**src/rtl/dec_chain_pkg.sv**
```systemverilog
package dec_chain_pkg;

  // Triangular weights (k+1), scaled so that the two symmetric halves sum to 2^frac.
  // The remainder of the integer division goes to the centre pair.
  function automatic int default_coef(input int k, input int half, input int frac);
    int tot;
    int base;
    int rem;
    tot  = half * (half + 1) / 2;
    base = (1 << (frac - 1)) / tot;
    rem  = (1 << (frac - 1)) - base * tot;
    return base * (k + 1) + ((k == half - 1) ? rem : 0);
  endfunction

  // Output strobes needed after a restart before the chain is settled.
  function automatic int settle_strobes(input int order, input int ntaps, input bit full);
    return 2 * order + 2 + (full ? ntaps / 2 : 0);
  endfunction

endpackage

```
**src/rtl/dec_cic.sv**
```systemverilog
module dec_cic #(
  parameter int IN_W     = 24,
  parameter int OUT_W    = 24,
  parameter int ORDER    = 2,
  parameter int MAX_LOG2 = 5,
  parameter int LOG_W    = 3
) (
  input  logic                    clk,
  input  logic                    clr,
  input  logic                    in_vld,
  input  logic signed [IN_W-1:0]  in_dat,
  input  logic [LOG_W-1:0]        ratio_log2,
  output logic                    out_vld,
  output logic signed [OUT_W-1:0] out_dat
);
  localparam int ACC_W = IN_W + ORDER * MAX_LOG2;
  localparam int SH_W  = $clog2(ORDER * MAX_LOG2 + 1);
  localparam logic signed [ACC_W-1:0] MAXV = {{(ACC_W-OUT_W+1){1'b0}}, {(OUT_W-1){1'b1}}};
  localparam logic signed [ACC_W-1:0] MINV = {{(ACC_W-OUT_W+1){1'b1}}, {(OUT_W-1){1'b0}}};

  logic signed [ACC_W-1:0] integ [ORDER];
  logic signed [ACC_W-1:0] dly   [ORDER];
  logic signed [ACC_W-1:0] cv    [ORDER+1];
  logic [MAX_LOG2-1:0]     cnt;
  logic [MAX_LOG2-1:0]     last_cnt;
  logic [SH_W-1:0]         sh;
  logic                    take;
  logic signed [ACC_W-1:0] half_lsb;
  logic signed [ACC_W-1:0] rnd;

  assign last_cnt = MAX_LOG2'((1 << ratio_log2) - 1);
  assign take     = in_vld && (cnt == last_cnt);
  assign sh       = SH_W'(ORDER) * SH_W'(ratio_log2);

  always_ff @(posedge clk) begin
    if (clr) cnt <= '0;
    else if (in_vld) cnt <= take ? '0 : cnt + 1'b1;
  end

  // integrator chain at input rate
  always_ff @(posedge clk) begin
    if (clr) integ[0] <= '0;
    else if (in_vld) integ[0] <= integ[0] + ACC_W'(in_dat);
  end

  for (genvar g = 1; g < ORDER; g++) begin : g_int
    always_ff @(posedge clk) begin
      if (clr) integ[g] <= '0;
      else if (in_vld) integ[g] <= integ[g] + integ[g-1];
    end
  end

  // comb chain at decimated rate
  assign cv[0] = integ[ORDER-1];
  for (genvar g = 0; g < ORDER; g++) begin : g_comb
    assign cv[g+1] = cv[g] - dly[g];
    always_ff @(posedge clk) begin
      if (clr) dly[g] <= '0;
      else if (take) dly[g] <= cv[g];
    end
  end

  // gain normalisation: R^ORDER is a power of two
  assign half_lsb = {{(ACC_W-1){1'b0}}, 1'b1} << (sh - SH_W'(1));
  assign rnd      = (cv[ORDER] + half_lsb) >>> sh;

  always_ff @(posedge clk) begin
    if (clr) begin
      out_vld <= 1'b0;
      out_dat <= '0;
    end else begin
      out_vld <= take;
      if (take) begin
        if (rnd > MAXV)      out_dat <= OUT_W'(MAXV);
        else if (rnd < MINV) out_dat <= OUT_W'(MINV);
        else                 out_dat <= OUT_W'(rnd);
      end
    end
  end
endmodule

```
**src/rtl/dec_coef_bank.sv**
```systemverilog
module dec_coef_bank #(
  parameter int HALF = 8,
  parameter int CW   = 16,
  parameter int FRAC = 15,
  parameter int AW   = 3
) (
  input  logic                 clk,
  input  logic                 rst,
  input  logic                 we,
  input  logic [AW-1:0]        addr,
  input  logic signed [CW-1:0] wdata,
  output logic [HALF*CW-1:0]   coefs
);
  logic signed [CW-1:0] mem [HALF];

  always_ff @(posedge clk) begin
    if (rst) begin
      for (int k = 0; k < HALF; k++)
        mem[k] <= CW'(dec_chain_pkg::default_coef(k, HALF, FRAC));
    end else if (we) begin
      mem[addr] <= wdata;
    end
  end

  for (genvar k = 0; k < HALF; k++) begin : g_flat
    assign coefs[k*CW +: CW] = mem[k];
  end
endmodule

```
**src/rtl/dec_fir_sym.sv**
```systemverilog
module dec_fir_sym #(
  parameter int DW    = 24,
  parameter int CW    = 16,
  parameter int NTAPS = 16,
  parameter int FRAC  = 15
) (
  input  logic                     clk,
  input  logic                     clr,
  input  logic                     in_vld,
  input  logic signed [DW-1:0]     in_dat,
  input  logic [NTAPS/2*CW-1:0]    coefs,
  output logic                     out_vld,
  output logic signed [DW-1:0]     out_dat
);
  localparam int HALF  = NTAPS / 2;
  localparam int IDX_W = $clog2(HALF);
  localparam int TAP_W = $clog2(NTAPS);
  localparam int SUMW  = DW + 1;
  localparam int PW    = SUMW + CW;
  localparam int ACCW  = PW + IDX_W + 1;
  localparam logic signed [ACCW-1:0] MAXV  = {{(ACCW-DW+1){1'b0}}, {(DW-1){1'b1}}};
  localparam logic signed [ACCW-1:0] MINV  = {{(ACCW-DW+1){1'b1}}, {(DW-1){1'b0}}};
  localparam logic signed [ACCW-1:0] RHALF = {{(ACCW-FRAC){1'b0}}, 1'b1, {(FRAC-1){1'b0}}};

  logic signed [DW-1:0]   tap [NTAPS];
  logic                   phase;
  logic                   busy;
  logic                   done;
  logic [IDX_W-1:0]       idx;
  logic [TAP_W-1:0]       mir;
  logic signed [SUMW-1:0] pair;
  logic signed [CW-1:0]   cf;
  logic signed [PW-1:0]   prod;
  logic signed [ACCW-1:0] acc;
  logic signed [ACCW-1:0] rnd;

  // one shared multiplier, folded over the symmetric pair
  assign mir  = TAP_W'(NTAPS - 1) - TAP_W'(idx);
  assign pair = SUMW'(tap[TAP_W'(idx)]) + SUMW'(tap[mir]);
  assign cf   = coefs[idx*CW +: CW];
  assign prod = pair * cf;
  assign rnd  = (acc + RHALF) >>> FRAC;

  always_ff @(posedge clk) begin
    if (clr) begin
      for (int i = 0; i < NTAPS; i++) tap[i] <= '0;
      phase   <= 1'b0;
      busy    <= 1'b0;
      done    <= 1'b0;
      idx     <= '0;
      acc     <= '0;
      out_vld <= 1'b0;
      out_dat <= '0;
    end else begin
      out_vld <= 1'b0;
      done    <= 1'b0;
      if (busy) begin
        acc <= acc + ACCW'(prod);
        idx <= idx + 1'b1;
        if (idx == IDX_W'(HALF - 1)) begin
          busy <= 1'b0;
          done <= 1'b1;
        end
      end
      if (in_vld) begin
        tap[0] <= in_dat;
        for (int i = 1; i < NTAPS; i++) tap[i] <= tap[i-1];
        phase <= ~phase;
        if (phase) begin
          busy <= 1'b1;
          idx  <= '0;
          acc  <= '0;
        end
      end
      if (done) begin
        out_vld <= 1'b1;
        if (rnd > MAXV)      out_dat <= DW'(MAXV);
        else if (rnd < MINV) out_dat <= DW'(MINV);
        else                 out_dat <= DW'(rnd);
      end
    end
  end
endmodule

```
**src/rtl/dec_chain_top.sv**
```systemverilog
module dec_chain_top #(
  parameter int IN_W  = 24,
  parameter int OUT_W = 24,
  parameter int ORDER = 2,
  parameter int NTAPS = 16,
  parameter int CW    = 16,
  parameter int FRAC  = 15
) (
  input  logic                      clk,
  input  logic                      rst,
  input  logic signed [IN_W-1:0]    in_data,
  input  logic [1:0]                ratio_sel,
  input  logic                      bypass,
  input  logic                      coef_we,
  input  logic [$clog2(NTAPS/2)-1:0] coef_addr,
  input  logic signed [CW-1:0]      coef_data,
  output logic signed [OUT_W-1:0]   out_data,
  output logic                      out_stb,
  output logic                      out_partial,
  output logic                      out_valid
);
  localparam int HALF      = NTAPS / 2;
  localparam int AW        = $clog2(HALF);
  localparam int S1_LOG    = 2;
  localparam int S2_MAXLOG = 5;
  localparam int K_BYP     = dec_chain_pkg::settle_strobes(ORDER, NTAPS, 1'b0);
  localparam int K_FULL    = dec_chain_pkg::settle_strobes(ORDER, NTAPS, 1'b1);
  localparam int CNT_W     = $clog2(K_FULL + 1);

  logic [1:0]             sel_q;
  logic                   byp_q;
  logic                   clr;
  logic                   s1_vld, s2_vld, f3_vld, pick_vld;
  logic signed [OUT_W-1:0] s1_dat, s2_dat, f3_dat, pick_dat;
  logic [HALF*CW-1:0]     coef_flat;
  logic [CNT_W-1:0]       settle_cnt;
  logic [CNT_W-1:0]       settle_nx;
  logic [CNT_W-1:0]       settle_k;

  // any configuration event restarts the whole chain
  assign clr = rst || (ratio_sel != sel_q) || (bypass != byp_q) || coef_we;

  always_ff @(posedge clk) begin
    if (clr) begin
      sel_q <= ratio_sel;
      byp_q <= bypass;
    end
  end

  dec_coef_bank #(.HALF(HALF), .CW(CW), .FRAC(FRAC), .AW(AW)) u_coef (
    .clk(clk), .rst(rst), .we(coef_we), .addr(coef_addr),
    .wdata(coef_data), .coefs(coef_flat)
  );

  dec_cic #(.IN_W(IN_W), .OUT_W(OUT_W), .ORDER(ORDER), .MAX_LOG2(S1_LOG),
            .LOG_W($clog2(S1_LOG + 1))) u_s1 (
    .clk(clk), .clr(clr), .in_vld(1'b1), .in_dat(in_data),
    .ratio_log2(($clog2(S1_LOG + 1))'(S1_LOG)),
    .out_vld(s1_vld), .out_dat(s1_dat)
  );

  dec_cic #(.IN_W(OUT_W), .OUT_W(OUT_W), .ORDER(ORDER), .MAX_LOG2(S2_MAXLOG),
            .LOG_W(3)) u_s2 (
    .clk(clk), .clr(clr), .in_vld(s1_vld), .in_dat(s1_dat),
    .ratio_log2({1'b0, sel_q} + 3'd2),
    .out_vld(s2_vld), .out_dat(s2_dat)
  );

  dec_fir_sym #(.DW(OUT_W), .CW(CW), .NTAPS(NTAPS), .FRAC(FRAC)) u_s3 (
    .clk(clk), .clr(clr), .in_vld(s2_vld && !byp_q), .in_dat(s2_dat),
    .coefs(coef_flat), .out_vld(f3_vld), .out_dat(f3_dat)
  );

  assign pick_vld  = byp_q ? s2_vld : f3_vld;
  assign pick_dat  = byp_q ? s2_dat : f3_dat;
  assign settle_k  = byp_q ? CNT_W'(K_BYP) : CNT_W'(K_FULL);
  assign settle_nx = (settle_cnt >= settle_k) ? settle_cnt : settle_cnt + 1'b1;

  always_ff @(posedge clk) begin
    if (clr) begin
      out_data    <= '0;
      out_stb     <= 1'b0;
      out_partial <= 1'b0;
      out_valid   <= 1'b0;
      settle_cnt  <= '0;
    end else begin
      out_stb <= pick_vld;
      if (pick_vld) begin
        out_data    <= pick_dat;
        out_partial <= byp_q;
        settle_cnt  <= settle_nx;
        out_valid   <= (settle_nx >= settle_k);
      end
    end
  end
endmodule

```
**config.mk**
```make
export PLATFORM = sky130hd
export DESIGN_NAME = dec_chain_top
export DESIGN_NICKNAME = d
export VERILOG_FILES = /design/src/rtl/dec_chain_pkg.sv /design/src/rtl/dec_cic.sv /design/src/rtl/dec_coef_bank.sv /design/src/rtl/dec_fir_sym.sv /design/src/rtl/dec_chain_top.sv
export SDC_FILE = /design/constraint.sdc
export NUM_CORES = 2
export LEC_CHECK = 0
export ABC_AREA = 1
export CAP_MARGIN = 20
export CORE_ASPECT_RATIO = 0.5
export CORE_UTILIZATION = 43
export DETAILED_ROUTE_END_ITERATION = 8
export GPL_ROUTABILITY_DRIVEN = 0
export PLACE_DENSITY_LB_ADDON = 0.05
export SLEW_MARGIN = 20
export SYNTH_ARGS = -nofsm -noshare
export SYNTH_HDL_FRONTEND = slang
export SYNTH_SLANG_ARGS = --single-unit
```
**constraint.sdc**
```tcl
create_clock -name clk -period 40.5 [get_ports clk]
set_input_delay 8.1 -clock clk [delete_from_list [all_inputs] [get_ports clk]]
set_output_delay 8.1 -clock clk [all_outputs]
set_load 0.005 [all_outputs]
```
* Word-level counts from Yosys, hierarchy flattened
Memories as Yosys holds them, arrays and structs flattened. A register that Yosys moved wholly into a read port is not among the register bits.
Cells that the tools add are included.
** Storage, ports and cells
- Register bits after elaboration :: 167
- Latch bits :: 0
- RAM bits :: 760
- ROM bits :: 0
- Bits of input ports :: 49
- Output and inout bits :: 27
- Memories kept :: 6
** Cells by class
- Add/subtract/negate cells :: 21
- Multiply operators :: 1
- Divide/modulo/power cells :: 0
- $lt $le $gt $ge :: 8
- Equality and inequality tests :: 5
- Shifts and indexed selects :: 4
- Mux-type cells :: 71
- Bitwise operators :: 26
- Reductions and logical operators :: 9
** Memories
- u_s3.tap :: depth 16, width 24, rd ports 17, clocked after Yosys merged registers in 1, wr ports 16, RTL line dec_fir_sym.sv:25 : logic signed [DW-1:0] tap [NTAPS];
- u_coef.mem :: depth 8, width 16, rd ports 8, clocked after Yosys merged registers in 0, wr ports 8, RTL line dec_coef_bank.sv:14 : logic signed [CW-1:0] mem [HALF];
- u_s2.dly :: depth 2, width 34, rd ports 2, clocked after Yosys merged registers in 0, wr ports 2, RTL line dec_cic.sv:22 : logic signed [ACC_W-1:0] dly [ORDER];
- u_s2.integ :: depth 2, width 34, rd ports 2, clocked after Yosys merged registers in 0, wr ports 2, RTL line dec_cic.sv:21 : logic signed [ACC_W-1:0] integ [ORDER];
- u_s1.dly :: depth 2, width 28, rd ports 2, clocked after Yosys merged registers in 0, wr ports 2, RTL line dec_cic.sv:22
- u_s1.integ :: depth 2, width 28, rd ports 2, clocked after Yosys merged registers in 0, wr ports 2, RTL line dec_cic.sv:21
** Operators by type and width (number)
- two-way mux 24 bit :: 23
- two-way mux 34 bit :: 4
- two-way mux 45 bit :: 3
- indexed part select 128 x 8 -> 16 bit :: 1
- two-way mux 28 bit :: 4
- adder 34 bit :: 2
- subtractor 34 bit :: 2
- subtractor 28 bit :: 2
- adder 45 x 16 -> 45 bit, second input constant :: 1
- adder 45 x 41 -> 45 bit :: 1
- multiplier 25 x 16 -> 41 bit :: 1
- adder 34 x 24 -> 34 bit :: 1
- greater-than comparator 34 x 24 -> 1 bit, second input constant :: 1
- < comparator 34 x 24 -> 1 bit, second input constant :: 1
- << shifter 1 x 4 -> 34 bit, first input constant :: 1
- >>> shifter 34 x 4 -> 34 bit :: 1
- greater-than comparator 30 x 24 -> 1 bit, second input constant :: 1
- < comparator 30 x 24 -> 1 bit, second input constant :: 1
- adder 28 x 24 -> 28 bit :: 1
- adder 28 bit :: 1
- adder 28 x 5 -> 28 bit, second input constant :: 1
- two-way mux 1 bit :: 28
- adder 24 x 24 -> 25 bit :: 1
- greater-than comparator 24 bit, second input constant :: 1
- 27 further kinds :: 61

* Longest topological paths before layout
- Depth after elaboration :: 9
- Mapped depth :: 54
- Gate-level depth less buffers :: 48

* Hierarchy
Synthesis repeated with hierarchy kept, for this count alone.
** Unflattened totals
- Cells, all modules :: 9198
- Area total of the unflattened synthesis :: 74183.6 um^2
** By module, submodules not included
- dec_fir_sym :: times used 1, cells each 4916, area each 40500.1 um^2, sequential area each 13052.5 um^2
- dec_cic at u_s2 :: times used 1, cells each 2154, area each 15452.3 um^2, sequential area each 4684.5 um^2
- dec_cic at u_s1 :: times used 1, cells each 1542, area each 11571.1 um^2, sequential area each 3903.7 um^2
- dec_coef_bank :: times used 1, cells each 318, area each 4887.2 um^2, sequential area each 3843.7 um^2
- dec_chain_top :: times used 1, cells each 268, area each 1773.0 um^2, sequential area each 710.7 um^2

* Worst setup path after synthesis
Ideal clock, no wire load.
- Path kind :: input-to-reg
- Start :: in rst
- End :: mem u_s3.tap[0][0], enable pin
- Library setup time :: 2.791 ns
- Arrival :: 15.515 ns
- Setup slack :: 22.194 ns
- Stages :: 8
- Path buffers :: 2
- Path through :: clkinv_1 > o211ai_1 > a211oi_1 > nand2_1 > inv_1 > clkbuf_1 > clkbuf_1 > nand2_1
** RTL lines
- from (decl) :: RTL line dec_chain_top.sv:10 : input logic rst,
- to (decl) :: RTL line dec_fir_sym.sv:25

==> results.md <==
- Routed len/inst: 17.7 um
- Number of core rows: roughly 100
- Max cap viols: 0
- Ratio of total power to cell area: ~43 nW/um^2
- Overall die area: 163000 um^2
- Maximum level of the CTS H-tree: 3
- HPWL after DPL: 137 mm
- Core Region: 159000 um^2
- Path class of the lowest-slack min-delay path: reg2reg
- Remaining number of nets flagged by the antenna check after routing: 0
- Worst-path clk slew: around 60 ps
- Post-route clock skew: 52.6 ps
- Buffers on Ports: 75
- Proportion of layout cells with a drive suffix above 1: 3.67%
- Post-route clock period utilization: between 30% and 40%
- Most common cell in the netlist: sky130_fd_sc_hd__inv_1
- Tmin final: 13300 ps
- Part of the Yosys area used for sequential elements: between 30% and 40%
- Starting density of the core: 43.6%
- Fraction of synthesis flops using an asynchronous set or reset pin: 0%
- All-layer global routing usage: between 20% and 30%
- Die H: 286 um
- Total negative slack: 0 ps
- Highest clock rate: 75.2 MHz
- Remaining global-route overflow: 0
- Die boundary width: between 500 and 600 um
- Maximum vdd drop: ~0.000033 V
- Result of the run: complete, no violations
- Netlist Area Pre-Place: 69300 um^2
- Avg Vias per Cell: a little over 5
- Final #Nets: 9271
- Via count of the first global-routing pass: between 50k and 60k
- Static leakage: 0.0330 uW
- CTS Hold Buffers Added: 0
- Clock sinks: approximately 930
- Largest net degree at the start of global routing: 180
- Critical path fanouts, max: 179
- Tightest Pin Transition: 1150 ps
- Clock root buffer: sky130_fd_sc_hd__clkbuf_16
- Average size of a mapped cell: between 8 and 9 um^2
- CTS tree: built
- Layout-stage area growth over the synthesis result: 8.77%
- Worst hold margin: around 420 ps
- Worst rel slew slack: 23.3%
- Unrepaired setup endpoints after global routing: false
- Synth Flop Type: sky130_fd_sc_hd__edfxtp_1
- Final-report hold violation count: 0
- Startpoint class of the critical path: input pin
- Synth area leader: sky130_fd_sc_hd__edfxtp_1
- Initial detailed-routing violation count: 3791
- Kind of end point of the critical path: flop
- Top cells by area, synth: sky130_fd_sc_hd__edfxtp_1 31%, sky130_fd_sc_hd__fa_1 13%, sky130_fd_sc_hd__inv_1 8.8%
- Yosys cell types: 65
- WS Path Type: in2reg
- Routed Wire Length: 187 mm
- Max-slew violation total from the final report: 0
- Proportion of netlist area held by the largest area contributor: 30.6%
- Ports: 76
- WP data required: 40790 ps
- DR vias: approximately 54k
- Wire length of the first global-routing pass: 296 mm
- Total CTS buffers: 93
- #FFs+latches synth: 927
- Clock latency on the worst-skew pair: 720 ps
- Post-synth EDFFs: 707
- Maximum number of buffers from clock root to sink: 3
- Number of antenna violations at the first check in global routing: 3
- Number of optimization iterations in the first detailed-route pass: 5
- Post-layout util: 47.4%
- Post-synthesis cell count: 8356
- Total setup buffers inserted after CTS: 0
- Number of instances resized during post-cts repair: 0
- Setup violation total in the final timing report: 0
- Yosys warning count: 0
- Synth cell count leaders: 1618 x sky130_fd_sc_hd__inv_1, 1516 x sky130_fd_sc_hd__nand2_1, 1058 x sky130_fd_sc_hd__nor2_1
- DRC violation count after routing: 0
- Number of fill cells in the layout: ~16k
- Worst Path Arrival: ~14000 ps
-- path summary, 6_finish.rpt --
path,startpoint,end,slack [ps],cells after the start
hold / removal,u_s1.cnt[0],u_s1.cnt[0],420,1
setup reg to reg,u_s3.idx[0],u_s3.acc[44],28490,41
hold reg to reg,u_s1.cnt[0],u_s1.cnt[0],420,1
setup / recovery,rst,u_s3.tap[2][1],27200,11
-- per-stage QoR --
| step | std cells | power (uW) | worst slack, ps | area [um^2] |
|---|---|---|---|---|
| after CTS | 10542 | 3310 | 27290 | 75400 |
| final | 10545 | 3280 | 27200 | 75400 |
| after global routing | 10544 | 3520 | 26890 | 75400 |
| after detailed placement | 10371 | 2370 | 26520 | 72200 |
| after global placement | 10370 | 2370 | 26540 | 72200 |
| after floorplan | 8359 | 2040 | 22190 | 69300 |
-- routing by layer --
layer  vias up  GRT usage, %  wire (um)  share of wire, %
met5         -             0          0                 0
met4         0          4.70       3930               2.1
met3       204          3.17       9430               5.0
met2      1036          35.7      81700                44
met1     25642          34.4      91900                49
li1      26726             -          -                 -
-- report_power, final --
group | leakage [uW] | internal, uW | switching, uW
Combinational | 0.0215 | 448 | 858
Clock | 0.00154 | 513 | 405
Sequential | 0.0100 | 1040 | 9.94
Total | 0.0330 | 2000 | 1270
-- cell usage in the layout (no fill, tap or decap), types with 16 or more instances in the layout --
| master | count |
|---|---|
| sky130_fd_sc_hd__or2_2 | 62 |
| sky130_fd_sc_hd__nand2_1 | 1510 |
| sky130_fd_sc_hd__clkinv_1 | 29 |
| sky130_fd_sc_hd__inv_1 | 1613 |
| sky130_fd_sc_hd__a31oi_1 | 85 |
| sky130_fd_sc_hd__buf_4 | 56 |
| sky130_fd_sc_hd__nor3_1 | 53 |
| sky130_fd_sc_hd__clkinv_2 | 18 |
| sky130_fd_sc_hd__o21ai_0 | 461 |
| sky130_fd_sc_hd__clkbuf_16 | 97 |
| sky130_fd_sc_hd__o21a_1 | 35 |
| sky130_fd_sc_hd__nor2_1 | 1058 |
| sky130_fd_sc_hd__xor2_1 | 96 |
| sky130_fd_sc_hd__a21o_1 | 26 |
| sky130_fd_sc_hd__dfxtp_1 | 217 |
| sky130_fd_sc_hd__a221oi_1 | 49 |
| sky130_fd_sc_hd__o211ai_1 | 33 |
| sky130_fd_sc_hd__edfxtp_1 | 707 |
| sky130_fd_sc_hd__ha_1 | 444 |
| sky130_fd_sc_hd__nor4_1 | 16 |
| sky130_fd_sc_hd__nand4_1 | 38 |
| sky130_fd_sc_hd__fa_1 | 464 |
| sky130_fd_sc_hd__a21oi_1 | 699 |
| sky130_fd_sc_hd__xnor2_1 | 49 |
| sky130_fd_sc_hd__o21bai_1 | 23 |
| sky130_fd_sc_hd__a32o_1 | 28 |
| sky130_fd_sc_hd__clkdlybuf4s50_1 | 75 |
| sky130_fd_sc_hd__nand3_1 | 170 |
-- registers in the layout (all words and copies together), names as in the netlist, 45 cells and up --
register / cells
u_s3.tap: 384
u_coef.mem: 128
u_s2.dly: 68
u_s2.integ: 68
u_s1.dly: 56
u_s1.integ: 56
u_s3.acc: 45
-- worst max-delay path: stages --
cell and delay [ps]:
sky130_fd_sc_hd__clkdlybuf4s50_1 490, sky130_fd_sc_hd__clkinv_1 220, sky130_fd_sc_hd__o211ai_1 160, sky130_fd_sc_hd__a211oi_1 100, sky130_fd_sc_hd__nand2_4 490, sky130_fd_sc_hd__inv_2 220
sky130_fd_sc_hd__nand2_4 460, sky130_fd_sc_hd__buf_4 690, sky130_fd_sc_hd__buf_4 700, sky130_fd_sc_hd__buf_4 750, sky130_fd_sc_hd__buf_12 620
-- area by class of cell --
type / instances / area [um^2] / share of cell area [%]
Multi-Input combinational cell: 5518 / 36500 / 48.4
Timing Repair Buffer: 135 / 1250 / 1.65
Clock inverter: 55 / 566 / 0.750
Sequential cell: 927 / 25600 / 34.0
Antenna cell: 3 / 7.51 / 0.00996
Tap cell: 2152 / 2690 / 3.57
Inverter: 1639 / 6170 / 8.18
Clock buffer: 116 / 2550 / 3.39
-- kinds of logic after synthesis --
logic type	count (synthesis)	synth area share, %
buffers and inverters	1914	10.4
AOI/OAI and AO/OA	1509	12.2
muxes	3	0.0433
other	1	0.00541
xor gates and xnor gates	147	1.87
adders and majority gates	908	21.4
DFF	927	37.0
and+or+nand+nor	2947	17.0
Note: power is estimated with default switching activity, not from simulation.
